**config.mk**
```make
export PLATFORM = sky130hd
export DESIGN_NAME = flash_erase_seq
export DESIGN_NICKNAME = d
export VERILOG_FILES = /design/src/rtl/flash_erase_pkg.sv /design/src/rtl/fe_step_plan.sv /design/src/rtl/fe_poll_timer.sv /design/src/rtl/flash_erase_seq.sv
export SDC_FILE = /design/constraint.sdc
export NUM_CORES = 1
export LEC_CHECK = 0
export BUFFER_PORTS_ARGS = -buffer_cell sky130_fd_sc_hd__buf_2
export CORE_ASPECT_RATIO = 2
export CORE_MARGIN = 8
export CORE_UTILIZATION = 37
export DETAILED_ROUTE_END_ITERATION = 16
export GPL_ROUTABILITY_DRIVEN = 0
export PLACE_DENSITY_LB_ADDON = 0.08
export RECOVER_POWER = 50
export SLEW_MARGIN = 20
export SYNTH_ARGS = -nofsm -noshare
export SYNTH_HDL_FRONTEND = slang
export SYNTH_SLANG_ARGS = --single-unit
```
**constraint.sdc**
```tcl
create_clock -name clk -period 27.3 [get_ports clk]
set_input_delay 2.73 -clock clk [delete_from_list [all_inputs] [get_ports clk]]
set_output_delay 2.73 -clock clk [all_outputs]
set_load 0.1 [all_outputs]
```
**src/rtl/flash_erase_pkg.sv**
```systemverilog
package flash_erase_pkg;
  localparam logic [7:0] OP_BLK_ERASE = 8'h50;
  localparam logic [7:0] OP_PG_ERASE  = 8'h81;
  localparam logic [7:0] OP_STATUS    = 8'hD7;
  localparam int         BLK_PAGES    = 8;

  typedef enum logic [2:0] {
    S_IDLE,
    S_START,
    S_CMD,
    S_GAP,
    S_POLL_OP,
    S_POLL_RD
  } seq_state_t;
endpackage

```
**src/rtl/fe_step_plan.sv**
```systemverilog
module fe_step_plan
  import flash_erase_pkg::*;
#(
  parameter int PAGE_W   = 10,
  parameter int PAGE_OFS = 9
) (
  input  logic [PAGE_W-1:0] page_idx,
  input  logic [PAGE_W-1:0] rem_pages,
  output logic [7:0]        opcode,
  output logic [7:0]        addr_hi,
  output logic [7:0]        addr_mid,
  output logic [PAGE_W-1:0] step_pages
);
  localparam int WIDE_W = PAGE_W + PAGE_OFS;

  logic              blk_ok;
  logic [WIDE_W-1:0] wide_addr;
  logic [23:0]       dev_addr;
  logic [7:0]        unused_low;

  always_comb begin
    blk_ok     = (page_idx[2:0] == 3'd0) && (rem_pages >= PAGE_W'(BLK_PAGES));
    opcode     = blk_ok ? OP_BLK_ERASE : OP_PG_ERASE;
    step_pages = blk_ok ? PAGE_W'(BLK_PAGES) : PAGE_W'(1);
    wide_addr  = WIDE_W'(page_idx) << PAGE_OFS;
    dev_addr   = 24'(wide_addr);
    addr_hi    = dev_addr[23:16];
    addr_mid   = dev_addr[15:8];
    unused_low = dev_addr[7:0];
  end
endmodule

```
**src/rtl/fe_poll_timer.sv**
```systemverilog
module fe_poll_timer #(
  parameter int GAP_W     = 16,
  parameter int MAX_POLLS = 1000
) (
  input  logic             clk,
  input  logic             rst,
  input  logic             gap_load,
  input  logic [GAP_W-1:0] gap_len,
  output logic             gap_zero,
  input  logic             poll_clr,
  input  logic             poll_miss,
  output logic             poll_last
);
  localparam int POLL_W = $clog2(MAX_POLLS + 1);

  logic [GAP_W-1:0]  gap_cnt;
  logic [POLL_W-1:0] poll_cnt;

  always_ff @(posedge clk) begin
    if (rst) begin
      gap_cnt <= '0;
    end else if (gap_load) begin
      gap_cnt <= gap_len;
    end else if (gap_cnt != '0) begin
      gap_cnt <= gap_cnt - 1'b1;
    end
  end

  always_ff @(posedge clk) begin
    if (rst || poll_clr) begin
      poll_cnt <= '0;
    end else if (poll_miss) begin
      poll_cnt <= poll_cnt + 1'b1;
    end
  end

  assign gap_zero  = (gap_cnt == '0);
  assign poll_last = (poll_cnt == POLL_W'(MAX_POLLS - 1));
endmodule

```
**src/rtl/flash_erase_seq.sv**
```systemverilog
module flash_erase_seq
  import flash_erase_pkg::*;
#(
  parameter int ADDR_W     = 24,
  parameter int NUM_PAGES  = 512,
  parameter int PAGE_BYTES = 264,
  parameter int PAGE_OFS   = 9,
  parameter int GAP_W      = 16,
  parameter int MAX_POLLS  = 1000
) (
  input  logic              clk,
  input  logic              rst,
  input  logic              req_valid,
  input  logic [ADDR_W-1:0] req_addr,
  input  logic [ADDR_W-1:0] req_len,
  input  logic [GAP_W-1:0]  poll_gap,
  output logic              busy,
  output logic              done,
  output logic              err,
  output logic              spi_cs_n,
  output logic              xfer_req,
  output logic [7:0]        xfer_tx,
  input  logic              xfer_ack,
  input  logic [7:0]        xfer_rx
);
  localparam int PAGE_W    = $clog2(NUM_PAGES + 1);
  localparam int DEV_BYTES = NUM_PAGES * PAGE_BYTES;

  seq_state_t        state;
  logic [PAGE_W-1:0] page_idx, rem_pages, step_pages;
  logic [1:0]        byte_idx;
  logic [7:0]        opcode, addr_hi, addr_mid;
  logic [ADDR_W:0]   end_sum;
  logic              bad_req, zero_len;
  logic              gap_load, gap_zero, poll_clr, poll_miss, poll_last;
  logic              frame_end, poll_end, ready;
  logic [6:0]        unused_rx;

  fe_step_plan #(.PAGE_W(PAGE_W), .PAGE_OFS(PAGE_OFS)) u_plan (
    .page_idx  (page_idx),
    .rem_pages (rem_pages),
    .opcode    (opcode),
    .addr_hi   (addr_hi),
    .addr_mid  (addr_mid),
    .step_pages(step_pages)
  );

  fe_poll_timer #(.GAP_W(GAP_W), .MAX_POLLS(MAX_POLLS)) u_timer (
    .clk      (clk),
    .rst      (rst),
    .gap_load (gap_load),
    .gap_len  (poll_gap),
    .gap_zero (gap_zero),
    .poll_clr (poll_clr),
    .poll_miss(poll_miss),
    .poll_last(poll_last)
  );

  function automatic logic [7:0] frame_byte(input logic [1:0] k,
                                            input logic [7:0] op,
                                            input logic [7:0] hi,
                                            input logic [7:0] mid);
    case (k)
      2'd0:    frame_byte = op;
      2'd1:    frame_byte = hi;
      2'd2:    frame_byte = mid;
      default: frame_byte = 8'h00;
    endcase
  endfunction

  always_comb begin
    end_sum   = {1'b0, req_addr} + {1'b0, req_len};
    bad_req   = ((req_addr % ADDR_W'(PAGE_BYTES)) != '0) ||
                ((req_len % ADDR_W'(PAGE_BYTES)) != '0) ||
                (end_sum > (ADDR_W+1)'(DEV_BYTES));
    zero_len  = (req_len == '0);
    ready     = xfer_rx[7];
    unused_rx = xfer_rx[6:0];
    frame_end = (state == S_CMD) && xfer_ack && (byte_idx == 2'd3);
    poll_end  = (state == S_POLL_RD) && xfer_ack;
    gap_load  = frame_end || (poll_end && !ready && !poll_last);
    poll_miss = poll_end && !ready && !poll_last;
    poll_clr  = (state == S_IDLE) || (poll_end && ready);
  end

  always_ff @(posedge clk) begin
    if (rst) begin
      state     <= S_IDLE;
      page_idx  <= '0;
      rem_pages <= '0;
      byte_idx  <= '0;
      spi_cs_n  <= 1'b1;
      xfer_req  <= 1'b0;
      xfer_tx   <= 8'h00;
      done      <= 1'b0;
      err       <= 1'b0;
    end else begin
      done <= 1'b0;
      err  <= 1'b0;
      case (state)
        S_IDLE: begin
          if (req_valid) begin
            if (bad_req) begin
              err <= 1'b1;
            end else if (zero_len) begin
              done <= 1'b1;
            end else begin
              page_idx  <= PAGE_W'(req_addr / ADDR_W'(PAGE_BYTES));
              rem_pages <= PAGE_W'(req_len / ADDR_W'(PAGE_BYTES));
              state     <= S_START;
            end
          end
        end
        S_START: begin
          spi_cs_n <= 1'b0;
          xfer_req <= 1'b1;
          xfer_tx  <= opcode;
          byte_idx <= 2'd0;
          state    <= S_CMD;
        end
        S_CMD: begin
          if (xfer_ack) begin
            if (byte_idx == 2'd3) begin
              xfer_req <= 1'b0;
              spi_cs_n <= 1'b1;
              state    <= S_GAP;
            end else begin
              byte_idx <= byte_idx + 2'd1;
              xfer_tx  <= frame_byte(byte_idx + 2'd1, opcode, addr_hi, addr_mid);
            end
          end
        end
        S_GAP: begin
          if (gap_zero) begin
            spi_cs_n <= 1'b0;
            xfer_req <= 1'b1;
            xfer_tx  <= OP_STATUS;
            state    <= S_POLL_OP;
          end
        end
        S_POLL_OP: begin
          if (xfer_ack) begin
            xfer_tx <= 8'h00;
            state   <= S_POLL_RD;
          end
        end
        S_POLL_RD: begin
          if (xfer_ack) begin
            xfer_req <= 1'b0;
            spi_cs_n <= 1'b1;
            if (ready) begin
              page_idx  <= page_idx + step_pages;
              rem_pages <= rem_pages - step_pages;
              if (rem_pages == step_pages) begin
                done  <= 1'b1;
                state <= S_IDLE;
              end else begin
                state <= S_START;
              end
            end else if (poll_last) begin
              err   <= 1'b1;
              state <= S_IDLE;
            end else begin
              state <= S_GAP;
            end
          end
        end
        default: state <= S_IDLE;
      endcase
    end
  end

  assign busy = (state != S_IDLE);
endmodule

```
* Word-level counts from Yosys, hierarchy flattened
Index checks and enable logic that the tools add are counted.
** Word-level totals
- Bits in writable memories :: 0
- Memory bits (read-only) :: 0
- Output and inout port bits :: 13
- Bits in latches :: 0
- Register bits after elaboration :: 63
- Memories kept :: 0
** Operators by class
- Shift operators :: 0
- Reductions and logical operators :: 33
- Divide/modulo/power cells :: 4
- Magnitude comparators :: 2
- Multipliers :: 0
- Multiplexer cells :: 60
- Add/subtract/negate cells :: 6
- Equality and inequality tests :: 20
- Bitwise gates (word level) :: 0
** Operators by type and width (count)
- two-way mux 10 bit :: 10
- divider 24 x 9 -> 24 bit, second input constant :: 2
- remainder unit 24 x 9 -> 24 bit, second input constant :: 2
- nonzero test 24 bit :: 2
- two-way mux 8 bit :: 5
- one-hot mux 10 bit (2 select lines) :: 2
- two-way mux 16 bit :: 2
- one-hot mux 8 bit (4 select lines) :: 1
- two-way mux 3 bit :: 9
- adder 24 x 24 -> 25 bit :: 1
- > comparator 25 x 18 -> 1 bit, second input constant :: 1
- zero test 24 bit :: 1
- one-hot mux 8 bit (3 select lines) :: 1
- two-way mux 1 bit :: 20
- != test 2 bit, second input constant :: 9
- one-hot mux 3 bit (6 select lines) :: 1
- zero test 16 bit :: 1
- nonzero test 16 bit :: 1
- subtractor 16 x 1 -> 16 bit, second input constant :: 1
- adder 10 x 1 -> 10 bit, second input constant :: 1
- adder 10 bit :: 1
- equality test 10 bit :: 1
- equality test 10 bit, second input constant :: 1
- greater-or-equal comparator 10 x 4 -> 1 bit, second input constant :: 1
- other kinds (25) :: 48

* Depth between registers and ports, before layout
Gate-level depths: netlist of the first run.
- Depth in word-level cells :: 8
- Gate-level depth with buffers :: 39

* Modules after synthesis
A second synthesis of the first run with hierarchy kept.
** Unflattened totals
- Cells, all modules :: 1789
- Area, all modules :: 12562.0 µm²
** By module, submodules not included
- flash_erase_seq :: times used 1, cells each 1597, area an instance 10995.5 µm²
- fe_poll_timer :: times used 1, cells each 154, area an instance 1278.7 µm²
- fe_step_plan :: times used 1, cells each 38, area an instance 287.8 µm²

* Worst setup path after synthesis of the first run
Ideal clock, no wire load.
- Kind :: in2reg
- From :: in req_len[20]
- To :: reg rem_pages[3]
- Data required time :: 27230 ps
- Setup slack :: 14775 ps
- Path buffers :: 3
- Stages on the path :: 35
- Arrival time :: 12454 ps
- Cells stage by stage :: buf_2 or3_4 a221o_1 nor4_4 a31oi_1 a21boi_1 a21o_1 mux2_2 a211oi_2 o21ai_0 a21o_1 clkbuf_1 or3_1 mux2i_1 o31a_1 or4_1 o21ai_2 a21oi_1 a211o_1 a211oi_2 nor3_1 or4b_1 o21a_1 or4_1 buf_2 a311oi_1 nand3_1 nand4b_1 mux2_1 or3_1 a2111oi_4 o2111ai_2 o31a_1 or3_1 a21oi_1
** On the way
- Longest elaborated chain between the ends :: 6
- Elaborated cells on any way between the ends :: 15
- Those cells by class :: add/sub: 1; div: 2; order compare: 1; eq/ne: 2; mux: 4; reduce/logical: 5
** Ends and longest elaborated chain
- start, declared :: RTL line flash_erase_seq.sv:15 : input logic [ADDR_W-1:0] req_len,
- remainder unit 24 x 9 -> 24 bit :: RTL line flash_erase_seq.sv:74 : ((req_len % ADDR_W'(PAGE_BYTES)) != '0) ||
- nonzero test 24 bit :: RTL line flash_erase_seq.sv:74
- logical OR 1 bit :: RTL line flash_erase_seq.sv:73 : bad_req = ((req_addr % ADDR_W'(PAGE_BYTES)) != '0) ||
- logical OR 1 bit :: RTL line flash_erase_seq.sv:74
- != test 2 bit (no source line)
- AND reduction 6 bit (no source line)
- end signal, assigned :: RTL line flash_erase_seq.sv:109 : rem_pages <= PAGE_W'(req_len / ADDR_W'(PAGE_BYTES));
- end signal, assigned :: RTL line flash_erase_seq.sv:153 : rem_pages <= rem_pages - step_pages;
- end, declared :: RTL line flash_erase_seq.sv:30 : logic [PAGE_W-1:0] page_idx, rem_pages, step_pages;
Several ways; a longest one is shown, not always the timed one. The select of a mux whose other input is x is not followed.
A chain may end at the register's enable or synchronous reset.

* Final worst setup path of the first run
- From :: in req_len[23]
- To :: reg rem_pages[4]
The elaborated chain is that of the path after synthesis.

==> results of run 1 <==
## power by group through the flow
stage	Sequential, mW	Combinational [mW]	Clock (mW)
2_1_floorplan	0.143	0.607	0
3_3_place_gp	0.122	0.810	0
3_5_place_dp	0.122	0.814	0
4_1_cts	0.120	0.819	0.138
5_1_grt	0.123	0.902	0.141
6_report	0.120	0.823	0.134
## cell families (layout without fill, tap and decap cells)
logic type | after synthesis | in the layout
other | 0 | 2
DFF | 63 | 63
xor gates and xnor gates | 55 | 55
muxes | 39 | 39
AOI/OAI and AO/OA | 617 | 617
and+or+nand+nor | 649 | 649
buffers and inverters | 118 | 154
adders and majority gates | 41 | 41
## layer usage
layer  share of wire [%]  GRT usage [%]  vias up
met3                 3.2           2.54      123
li1                    -              -     6246
met1                  36           20.4     5976
met4                 5.3           13.2        2
met2                  55           42.2      295
met5               0.030              0        -
## state kept, by name, indices dropped and copies added, names as in the netlist
signal and flops:
rem_pages 10, spi_cs_n 1, xfer_tx 8, state 3
u_timer.gap_cnt 16, u_timer.poll_cnt 10, done 1, err 1
xfer_req 1, page_idx 10, byte_idx 2
## cells in the mapped netlist (all sizes together) (28+ instances only)
cell type / instances
a211oi: 45
a21o: 38
a21oi: 146
clkbuf: 52
dfxtp: 63
ha: 36
inv: 49
nand2: 132
nand3: 56
nor2: 144
nor3: 71
nor4: 30
o211ai: 31
o21ai: 98
or3: 28
xnor2: 29
## critical path: cells and delay by family
family	cells	cell delay (ps)
and+or+nand+nor	13	4500
buffers and inverters	1	250
muxes	1	350
AOI/OAI and AO/OA	17	6540
xor gates and xnor gates	2	680
## path summary, 6_finish.rpt
check | startpoint | end
worst max-delay path | req_len[23] | rem_pages[4]
worst min-delay path | xfer_tx[3] | xfer_tx[3]
worst max register to register | u_timer.gap_cnt[0] | xfer_tx[6]
worst min register to register | xfer_tx[3] | xfer_tx[3]
## layout make-up
| type | instances | area [um2] |
|---|---|---|
| diodes | 2 | 5.00 |
| clock buffers | 13 | 250 |
| clock inverters | 3 | 90.1 |
| fillers | 3268 | 17500 |
| inverters | 51 | 191 |
| multi-input cells | 1401 | 9250 |
| flip-flops and latches | 63 | 1260 |
| well taps | 364 | 455 |
| repair buffers | 87 | 429 |
## per-stage QoR
stage / utilization [%] / setup slack (ps)
finish: 40.6 / 12490
floorplan: - / 14780
global route: 40.6 / 11410
global placement: 39.5 / 12210
CTS: 40.7 / 12510
detailed placement: 39.5 / 12200
==> impl_results.md, run 1 <==
- F_max: 67.5 MHz
- Setup violations, final: 0
- Later-pin clock latency in the skew report: 350 ps
- Routed vias/inst: 6.37
- Sw power: 588 uW
- Sw Share: 54.6%
- Endpoints failing hold: 0
- TNS Setup: 0 ps
- Mapped Area: 11,000 um2
- First-pass GRT wire length: 62,900 um
- Max-slew violations: 0
- Die area: 35,800 um2
- Synth top area cells: dfxtp_1 (11%), a21oi_1 (6.5%), nor2_1 (4.9%)
- Worst Reg2Reg Path Length in Cells: 13
- Startpoint Class: primary input
- Status: finished, final reports clean
- XOR/XNOR Fraction of Synth Area: 4.39%
- CP Max Fanout: 18
- Final Routed Wirelength: 39,400 um
- Initial antenna violation count: 3
- Final Non-Filler Cells: 1,984
- Power Total: 1.08 mW
- Worst-Margin Slew: 1180 ps
- Core ar.: 29,400 um2
- Cell Rows: 89
- Hold Path Depth: 2
- WP data arrival: 15,060 ps
- RSZ-0062 raised after global routing: no
- Period minus WS final: 14,810 ps
- Clk buf depth: 2
- Drt initial violations: 486
- Synth Area in Compound Gates: 40.3%
- Dominant synthesized flop cell: dfxtp_1
- Mux share of post-synthesis cell area: 3.76%
- Number of buffers created by CTS: 9
- Final HPWL DP: 31,800 um
- Pint: 489 uW
- Worst relative slew slack: 21.0%
- Mean area per synthesized cell: 6.94 um2
- GR Overflow Total: 0
- Synth Warn #: 0
- Initial Utilization: 37.3%
- Total GRT Usage: 21.6%
- CTS tree: done
- DIE WIDTH: 138 um
- Slowest CP cell: o31ai_4
- Worst Path Required: 27,550 ps
- Comb power frac: 76.4%
- Residual DRC count: 0
- PwrDens: 90.3 nW/um2
- Die height: 260 um
- H-tree depth: 3
- Resized cells post-CTS: 0
- Post-CTS Setup Repair Bufs: 0
- Reg power frac: 11.2%
- Share of the synthesized area in the top cell type: 11.5%
- Clock net sink count: 63
- Sequential-to-total area share from yosys stat: 11.5%
- Placed Area: 11,600 um2
- Hold WS: 451 ps
- IO Port Bufs: 81
- Cells after Synth: 1,582
- Drt first pass iters: 5
- CTS clk-pin slew, worst paths: 60 ps
- Tcrit/Tclk final: 54.2%
- Synth unique cells: 108
- Num ports: 89
- Synth-to-Final Area Change: 8.69%
- Commonest cells after routing, fill and taps aside: nor2_1 (143), a21oi_1 (143), nand2_1 (131)
- Final setup skew: 10.1 ps
- Leakage power: 4.36 nW
- Final nets: 1,726
- Synth Area in Simple Gates: 31.1%
- EDFF count, synth: 0
- Cell mode on critical path: a21oi_1
- # hold bufs at CTS: 0
- Root Driver: clkbuf_16
- Synth Area in Adders: 4.65%
- Worst min-delay path category: reg2reg
- Vias in the first global route: 12.7k
- Worst VDD drop: 0.0428 mV
- DR vias: 12.6k
- Clk pwr share: 12.4%
- Asr flop ratio synth: 0%
- Cell taking the most area after synthesis: dfxtp_1
- Synth Net Count: 1,695
- ANT nets after route: 0
- Share of layout cells above drive strength 1: 10.7%
- R2R setup slack: 23,670 ps
- Kind of critical path: in2reg
- Largest net degree at the start of global routing: 51
- FF+latch count, synth: 63
- Crit end category: register
- Max_cap viols: 0
- Inst Count DP: 1,966
- Wire per inst: 19.8 um
- Delay of the slowest critical-path stage: 880 ps
- Main combinational cell family by area after synthesis: compound AO/OA/AOI/OAI gates
- Post-route cell area: 11,900 um2
Note: power is estimated with default switching activity, not from simulation.
==> run 2, diff against run 1 <==
==> constraint.sdc (replaced) <==
create_clock -name clk -period 12.9 [get_ports clk]
set_input_delay 1.29 -clock clk [delete_from_list [all_inputs] [get_ports clk]]
set_output_delay 1.29 -clock clk [all_outputs]
set_load 0.1 [all_outputs]
==> impl_results.md, run 2 (synthesized netlist as in run 1, its figures left out) <==
- Status: finished, final reports clean
- First-pass GRT wire length: 64,700 um
- Endpoints failing hold: 0
- Crit end category: register
- Drt first pass iters: 6
- ANT nets after route: 0
- Wire per inst: 19.8 um
- H-tree depth: 3
- RSZ-0062 raised after global routing: no
- Max reg flops: 16
- Max_cap viols: 0
- Worst VDD drop: 0.0720 mV
- Total GRT Usage: 22.2%
- CTS tree: done
- Worst Path Required: 13,160 ps
- Worst-Margin Slew: 1180 ps
- Die area: 35,800 um2
- Worst min-delay path category: reg2reg
- F_max: 82.4 MHz
- Post-route cell area: 12,400 um2
- CTS clk-pin slew, worst paths: 50 ps
- Cell mode on critical path: buf_4
- Clk pwr share: 10.1%
- Pint: 1.12 mW
- Setup violations, final: 0
- Initial Utilization: 37.3%
- Comb power frac: 79.3%
- Routed vias/inst: 6.36
- Largest net degree at the start of global routing: 51
- Hold WS: 456 ps
- WP data arrival: 12,400 ps
- Power Total: 2.40 mW
- Root Driver: clkbuf_16
- Slowest CP cell: nor4b_1
- Sw Share: 53.3%
- Tcrit/Tclk final: 94.0%
- Largest register by flop count: u_timer.gap_cnt
- Leakage power: 4.68 nW
- Share of layout cells above drive strength 1: 14.5%
- Vias in the first global route: 13.0k
- IO Port Bufs: 81
- Cell Rows: 89
- CP Max Fanout: 13
- PwrDens: 194 nW/um2
- Clk buf depth: 2
- Initial antenna violation count: 2
- # hold bufs at CTS: 0
- Startpoint Class: primary input
- Post-CTS Setup Repair Bufs: 0
- Core ar.: 29,400 um2
- Die height: 260 um
- Clock net sink count: 63
- Later-pin clock latency in the skew report: 340 ps
- Num ports: 89
- Kind of critical path: in2reg
- Finished Core Util: 42.2%
- Final HPWL DP: 33,000 um
- Number of buffers created by CTS: 9
- Delay of the slowest critical-path stage: 610 ps
- Reg power frac: 10.6%
- Final setup skew: 10.4 ps
- DR vias: 13.1k
- DIE WIDTH: 138 um
- Sw power: 1.28 mW
- GR Overflow Total: 0
- Commonest cells after routing, fill and taps aside: nor2_1 (143), a21oi_1 (143), nand2_1 (131)
- Final Routed Wirelength: 40,700 um
- Synth-to-Final Area Change: 13.2%
- Fill cell count: 3,222
- Period minus WS final: 12,130 ps
- Final nets: 1,795
- Max-slew violations: 0
- Placed Area: 12,100 um2
- Worst relative slew slack: 21.9%
- Residual DRC count: 0
- TNS Setup: 0 ps
- Drt initial violations: 470
[run 2: cell count changes in the layout (fill, tap and decap cells not counted), moves of 2 or more]
cell,delta
buf_4,+69
clkinv_2,+3
bufinv_16,-2
clkbuf_1,-2
[run 2: critical path: cells and delay by family]
family	cells	cell delay [ps]
AND/OR/NAND/NOR	15	4910
multiplexers	1	350
XOR/XNOR	1	210
buffers and inverters	5	980
AO/OA/AOI/OAI	16	4600
[run 2: what timing repair did]
| item | CTS | global route |
|---|---|---|
| resized for setup | 0 | 1 |
| hold endpoints to repair | 0 | 0 |
| endpoints found under the setup margin | 0 | 19 |
[run 2: layer usage]
layer	up-vias	global-route usage, %	wire length (um)
li1	6380	-	-
met1	6211	21.1	14800
met2	331	43.7	22500
met3	131	2.02	1210
met4	0	13.2	2210
met5	-	0	0
[run 2: worst paths after layout]
check / to / cells after the start / slack (ps) / start
min reg2reg: xfer_tx[3] / 2 / 460 / xfer_tx[3]
max: page_idx[0] / 38 / 770 / req_len[18]
max reg2reg: state[1] / 12 / 9410 / u_timer.gap_cnt[0]
min: xfer_tx[3] / 2 / 460 / xfer_tx[3]
[run 2: stage by stage]
stage / setup WS, ps / cells
finish: 770 / 2053
global route: 9.03 / 2053
CTS: 837 / 2051
detailed placement: 509 / 2035
global placement: 534 / 2035
floorplan: 1820 / 1582
[run 2: power by group through the flow]
stage	clock network (mW)	registers (mW)	logic (mW)
final	0.244	0.255	1.91
after global routing	0.255	0.261	2.08
after CTS	0.250	0.255	1.89
after detailed placement	0	0.258	1.88
after global placement	0	0.258	1.88
after floorplan	0	0.302	1.28
[run 2: layout make-up]
type	count	area, um2	area share, %
multi-input combinational	1401	9270	74.6
sequential	63	1260	10.2
timing repair buffer	156	948	7.64
tap	364	455	3.67
clock buffer	12	246	1.98
inverter	51	191	1.54
clock inverter	4	45.0	0.363
antenna	2	5.00	0.0403
